==> config.mk <==
export PLATFORM = sky130hd
export DESIGN_NAME = carrier_qual
export DESIGN_NICKNAME = d
export VERILOG_FILES = /design/src/rtl/carrier_qual_pkg.sv /design/src/rtl/ms_tick_gen.sv /design/src/rtl/win_qualifier.sv /design/src/rtl/quiet_timer.sv /design/src/rtl/carrier_qual.sv
export SDC_FILE = /design/constraint.sdc
export NUM_CORES = 1
export LEC_CHECK = 0
export BUFFER_PORTS_ARGS = -buffer_cell sky130_fd_sc_hd__buf_2
export CAP_MARGIN = 20
export CORE_UTILIZATION = 45
export DETAILED_ROUTE_END_ITERATION = 8
export SLEW_MARGIN = 20
export SYNTH_ARGS = -nofsm -noshare
export SYNTH_HDL_FRONTEND = slang
export SYNTH_SLANG_ARGS = --single-unit
export TNS_END_PERCENT = 30
==> constraint.sdc <==
create_clock -name clk -period 2.45 [get_ports clk]
set_clock_uncertainty 0.15 [all_clocks]
set_input_delay 0.49 -clock clk [delete_from_list [all_inputs] [get_ports clk]]
set_output_delay 0.49 -clock clk [all_outputs]
set_load 0.02 [all_outputs]
==> src/rtl/carrier_qual_pkg.sv <==
package carrier_qual_pkg;

  typedef enum logic {
    PAD_OPEN_DRAIN = 1'b0,
    PAD_PUSH_PULL  = 1'b1
  } pad_drive_e;

  // Bits needed to hold values 0..n
  function automatic int unsigned cnt_bits(input int unsigned n);
    return (n < 2) ? 1 : $clog2(n + 1);
  endfunction

endpackage

==> src/rtl/ms_tick_gen.sv <==
module ms_tick_gen #(
  parameter int unsigned TICK_DIV = 3580
) (
  input  logic clk,
  input  logic rst,
  input  logic clr_i,
  output logic tick_o
);
  import carrier_qual_pkg::*;

  localparam int unsigned W = cnt_bits(TICK_DIV - 1);
  localparam logic [W-1:0] LAST = W'(TICK_DIV - 1);

  logic [W-1:0] phase_q;

  always_ff @(posedge clk) begin
    if (rst || clr_i)          phase_q <= '0;
    else if (phase_q == LAST)  phase_q <= '0;
    else                       phase_q <= phase_q + 1'b1;
  end

  assign tick_o = (phase_q == LAST);

  generate
    if (TICK_DIV > 1) begin : g_spacing
      // window closings are never back to back
      a_r1_tick_spacing: assert property (@(posedge clk) disable iff (rst)
        (tick_o && !clr_i) |=> !tick_o);
    end
  endgenerate

endmodule

==> src/rtl/win_qualifier.sv <==
module win_qualifier #(
  parameter int unsigned QUAL_MIN = 8
) (
  input  logic clk,
  input  logic rst,
  input  logic clr_i,
  input  logic tick_i,
  input  logic energy_i,
  output logic hit_o
);
  import carrier_qual_pkg::*;

  localparam int unsigned W = cnt_bits(QUAL_MIN);
  localparam logic [W-1:0] PRE_HIT = W'(QUAL_MIN - 1);

  logic         seen_q;
  logic [W-1:0] score_q;
  logic         win_act;

  assign win_act = seen_q | energy_i;

  always_ff @(posedge clk) begin
    if (rst || clr_i)  seen_q <= 1'b0;
    else if (tick_i)   seen_q <= 1'b0;
    else               seen_q <= win_act;
  end

  always_ff @(posedge clk) begin
    if (rst || clr_i) begin
      score_q <= '0;
    end else if (tick_i) begin
      if (win_act)              score_q <= score_q + 1'b1;
      else if (score_q != '0)   score_q <= score_q - 1'b1;
    end
  end

  assign hit_o = tick_i && win_act && (score_q == PRE_HIT);

  // the score moves by at most one per clock
  a_r3_step_one: assert property (@(posedge clk) disable iff (rst)
    !clr_i |=> (score_q == $past(score_q)) ||
               (score_q == $past(score_q) + 1'b1) ||
               (score_q + 1'b1 == $past(score_q)));

  // an idle window at zero leaves the score at zero
  a_r3_floor: assert property (@(posedge clk) disable iff (rst)
    (score_q == '0 && tick_i && !win_act) |=> (score_q == '0));

endmodule

==> src/rtl/quiet_timer.sv <==
module quiet_timer #(
  parameter int unsigned LIMIT = 35800
) (
  input  logic clk,
  input  logic rst,
  input  logic clr_i,
  input  logic run_i,
  input  logic energy_i,
  output logic expire_o
);
  import carrier_qual_pkg::*;

  localparam int unsigned W = cnt_bits(LIMIT);
  localparam logic [W-1:0] LAST = W'(LIMIT - 1);

  logic [W-1:0] gap_q;

  always_ff @(posedge clk) begin
    if (rst || clr_i || !run_i)  gap_q <= '0;
    else if (energy_i)           gap_q <= '0;
    else                         gap_q <= gap_q + 1'b1;
  end

  assign expire_o = run_i && !energy_i && (gap_q == LAST);

  // the gap counter never passes the hold length
  a_r5_gap_bound: assert property (@(posedge clk) disable iff (rst)
    run_i |-> (gap_q <= LAST));

endmodule

==> src/rtl/carrier_qual.sv <==
module carrier_qual #(
  parameter int unsigned TICK_DIV = 3580,
  parameter int unsigned QUAL_MIN = 8,
  parameter int unsigned HOLD_MS  = 10
) (
  input  logic clk,
  input  logic rst,
  input  logic pwr_down_i,
  input  logic push_pull_i,
  input  logic energy_i,
  output logic cd_n_o,
  output logic cd_oe_o,
  output logic carrier_ok_o
);
  import carrier_qual_pkg::*;

  localparam int unsigned HOLD_CYC = HOLD_MS * TICK_DIV;

  logic       tick;
  logic       hit;
  logic       expire;
  logic       det_q;
  pad_drive_e drive_mode;

  assign drive_mode = pad_drive_e'(push_pull_i);

  ms_tick_gen #(.TICK_DIV(TICK_DIV)) u_tick (
    .clk    (clk),
    .rst    (rst),
    .clr_i  (pwr_down_i),
    .tick_o (tick)
  );

  win_qualifier #(.QUAL_MIN(QUAL_MIN)) u_qual (
    .clk      (clk),
    .rst      (rst),
    .clr_i    (pwr_down_i | det_q),
    .tick_i   (tick),
    .energy_i (energy_i),
    .hit_o    (hit)
  );

  quiet_timer #(.LIMIT(HOLD_CYC)) u_quiet (
    .clk      (clk),
    .rst      (rst),
    .clr_i    (pwr_down_i),
    .run_i    (det_q),
    .energy_i (energy_i),
    .expire_o (expire)
  );

  always_ff @(posedge clk) begin
    if (rst || pwr_down_i)    det_q <= 1'b0;
    else if (!det_q && hit)   det_q <= 1'b1;
    else if (det_q && expire) det_q <= 1'b0;
  end

  assign cd_n_o       = ~det_q;
  assign carrier_ok_o = det_q;
  assign cd_oe_o      = (drive_mode == PAD_PUSH_PULL) ? 1'b1 : det_q;

  // detection only begins at a window-closing edge
  a_r2_rise_on_tick: assert property (@(posedge clk) disable iff (rst)
    $rose(det_q) |-> $past(tick));

  // power-down forces the indication inactive one clock later
  a_r6_pwrdn_clears: assert property (@(posedge clk) disable iff (rst)
    pwr_down_i |=> !det_q);

  // an active sample while detected keeps detection
  a_r4_active_holds: assert property (@(posedge clk) disable iff (rst)
    (det_q && energy_i && !pwr_down_i) |=> det_q);

endmodule

==> flow_metrics.env <==
export IMPL_dp_cells=227
export IMPL_synthesis_nets=187
export IMPL_p_leak_nw=0.5139
export IMPL_syn_avg_cell_area_um2=8.493
export IMPL_gp_congestion=0.8886
export IMPL_setup_total_negative_slack_ps=0
export IMPL_utilization_pct=53.24
export IMPL_path_cells="nand4_2 -> or4_4 -> or3_1 -> a21oi_1"
export IMPL_synth_area_mux_share_pct=0.7407
export IMPL_max_freq_mhz=525.8
export IMPL_status="finished clean"
export IMPL_postCtsSetupBuffers=0
export IMPL_hold_path_class="in2reg"
export IMPL_switching_power_uw=196.3
export IMPL_ctsResizeCount=0
export IMPL_start_util_pct=48.60
export IMPL_vias=1233
export IMPL_yosys_warnings=0
export IMPL_grt_pass1_wl_um=4988
export IMPL_io_buffers=7
export IMPL_routedWlPerCell_um=12.03
export IMPL_grtUsageTotal_pct=18.74
export IMPL_cts_buffers=5
export IMPL_whs_ps=214.8
export IMPL_areaGrowthSynthToFinish_pct=9.548
export IMPL_dieArea_um2=3614
export IMPL_yosys_area_share_simple_pct=30.70
export IMPL_numClockSinks=34
export IMPL_synth_compound_area_share_pct=6.502
export IMPL_firstDrtPassIters=4
export IMPL_regArea_um2=680.7
export IMPL_grt_pass1_vias=1213
export IMPL_rsz0062_at_grt="no"
export IMPL_antenna_found_initial=0
export IMPL_ir_worst_vdd_v=0.0004310
export IMPL_worstPathArrival_ps=2020
export IMPL_drive_above_1_share_pct=10.99
export IMPL_nFillCells=308
export IMPL_synth_top_family_by_area="simple AND/OR/NAND/NOR gates"
export IMPL_worst_path_max_delay_cell="or4_4"
export IMPL_cts_tree="yes"
export IMPL_dieWidth_um=60.12
export IMPL_worstPathMaxFanout=5
export IMPL_multi_input_area_um2=789.5
export IMPL_tightestPinTransition_ps=555.2
export IMPL_internal_power_uw=700.4
export IMPL_met3_usage_pct=6.494
export IMPL_power_total_uw=896.7
export IMPL_ys_seq_elements=34
export IMPL_synth_xor_xnor_area_share_pct=11.52
export IMPL_cts_htree_levels=2
export IMPL_core_area_um2=3128
export IMPL_synth_seq_area_share_pct=44.77
export IMPL_synth_area_um2=1520
export IMPL_rows=20
export IMPL_cellPowerDensity_nw_per_um2=538.4
export IMPL_setup_violations=0
export IMPL_maxSlewHeadroom_pct=62.99
export IMPL_finalCriticalPeriod_ps=1902
export IMPL_die_height_um=60.12
export IMPL_syn_inst=179
export IMPL_slew_viol_final=0
export IMPL_ios=8
export IMPL_clk_latency_ps=320
export IMPL_fin_cells=235
export IMPL_period_share_pct=77.63
export IMPL_grt_max_degree=18
export IMPL_routed_wl_um=2826
export IMPL_maxCapViolCount=0
export IMPL_grtUsageMet1_pct=22.50
export IMPL_nets=198
export IMPL_drc=0
export IMPL_dp_hpwl_um=1969
export IMPL_cp_start_kind="flop"
export IMPL_final_cell_mix="34 x dfxtp_1, 31 x nor2_1, 14 x xnor2_1"
export IMPL_cpPeakStageDelay_ps=580
export IMPL_yosys_area_share_adder_pct=2.469
export IMPL_yosys_cell_types_count=30
export IMPL_drt_iter0_drc=62
export IMPL_use_met2_pct=30.46
export IMPL_finalHoldViolations=0
export IMPL_clk_path_buf_depth=2
export IMPL_cts_root_buf="clkbuf_4"
export IMPL_comb_power_share_pct=2.4
export IMPL_grt_overflow=0
export IMPL_n_antenna_cell=0
export IMPL_p_sw_share_pct=21.89
export IMPL_required_ps=2560
export IMPL_clk_pin_slew_ps=110
export IMPL_cts_hold_buffers=0
export IMPL_ant_nets=0
export IMPL_cp_end_kind="flop"
export IMPL_seqPwrFrac_pct=62.1
export IMPL_final_common_cell="dfxtp_1"
export IMPL_p_clk_share_pct=35.5
export IMPL_vias_per_cell=5.247
export IMPL_grt_busiest_layer="met2"
export IMPL_critPathKind="reg2reg"
through the flow:
stage | cell area [um2] | worst slack (ps)
floorplan | 1520 | 591.2
global placement | 1602 | 424.1
detailed placement | 1602 | 357.7
CTS | 1665 | 547.8
global route | 1665 | 447.8
finish | 1665 | 548.0
power by group through the flow:
stage	logic (mW)	clock network (mW)	registers (mW)
floorplan	0.0129	0	0.569
finish	0.0215	0.319	0.557
global route	0.0244	0.366	0.557
CTS	0.0214	0.333	0.557
detailed placement	0.0213	0	0.569
global placement	0.0205	0	0.569
critical path: cells and delay by family, from the launching register on:
| family | cells | cell delay (ps) |
|---|---|---|
| AND/OR/NAND/NOR | 3 | 1130 |
| flip-flops | 1 | 430 |
| AO/OA/AOI/OAI | 1 | 140 |
per-layer routing:
metal / up-vias / part of all wire [%]
met5: - / 0
met4: 0 / 0.67
met2: 24 / 47
li1: 638 / -
met1: 569 / 49
met3: 2 / 3.8
cell usage after synthesis, drive strengths merged:
library cell   n  share of area [%]
xnor2         14                8.1
o31a           1               0.58
nand3          8                2.6
buf            1               0.33
inv            9                2.2
or3            6                2.5
a21oi          8                2.6
nand3b         1               0.49
mux2           1               0.74
nand2         12                3.0
clkbuf         3               0.74
xor2           6                3.5
o31ai          1               0.49
nand4          6                2.9
nor2          31                7.7
or2            1               0.41
nor4           8                3.7
nand2b         3                1.2
nor3b          2               0.99
o2111ai        1               0.58
a311oi         1               0.58
ha             3                2.5
and4           1               0.58
or4            3                1.7
o21ai          5                1.6
nor3           9                3.0
dfxtp         34                 45
final cells by class:
| class | instances | share of cell area (%) |
|---|---|---|
| clock inverters | 2 | 0.7513 |
| repair buffers | 8 | 2.554 |
| well taps | 44 | 3.306 |
| inverters | 9 | 2.029 |
| clock buffers | 6 | 3.080 |
| flip-flops and latches | 34 | 40.87 |
| multi-input cells | 132 | 47.41 |
kinds of logic after synthesis:
logic type,after synthesis
AO/OA/AOI/OAI,17
XOR/XNOR,20
adder cells (fa/ha/maj),3
buffers and inverters,13
flip-flops,34
multiplexers,1
AND/OR/NAND/NOR,91
worst paths after layout:
path	slack (ps)	cells past startpoint	to	start
max	550	4	u_qual.score_q[2]	u_tick.phase_q[5]
min	210	2	carrier_ok_o	pwr_down_i
max reg2reg	550	4	u_qual.score_q[2]	u_tick.phase_q[5]
min reg2reg	310	1	u_tick.phase_q[0]	u_tick.phase_q[0]
sequential cells by signal, summed over array words and instances, names as in the netlist:
register / cells
u_quiet.gap_q: 16
carrier_ok_o: 1
u_qual.seen_q: 1
u_tick.phase_q: 12
u_qual.score_q: 4
Note: power is estimated with default switching activity, not from simulation.
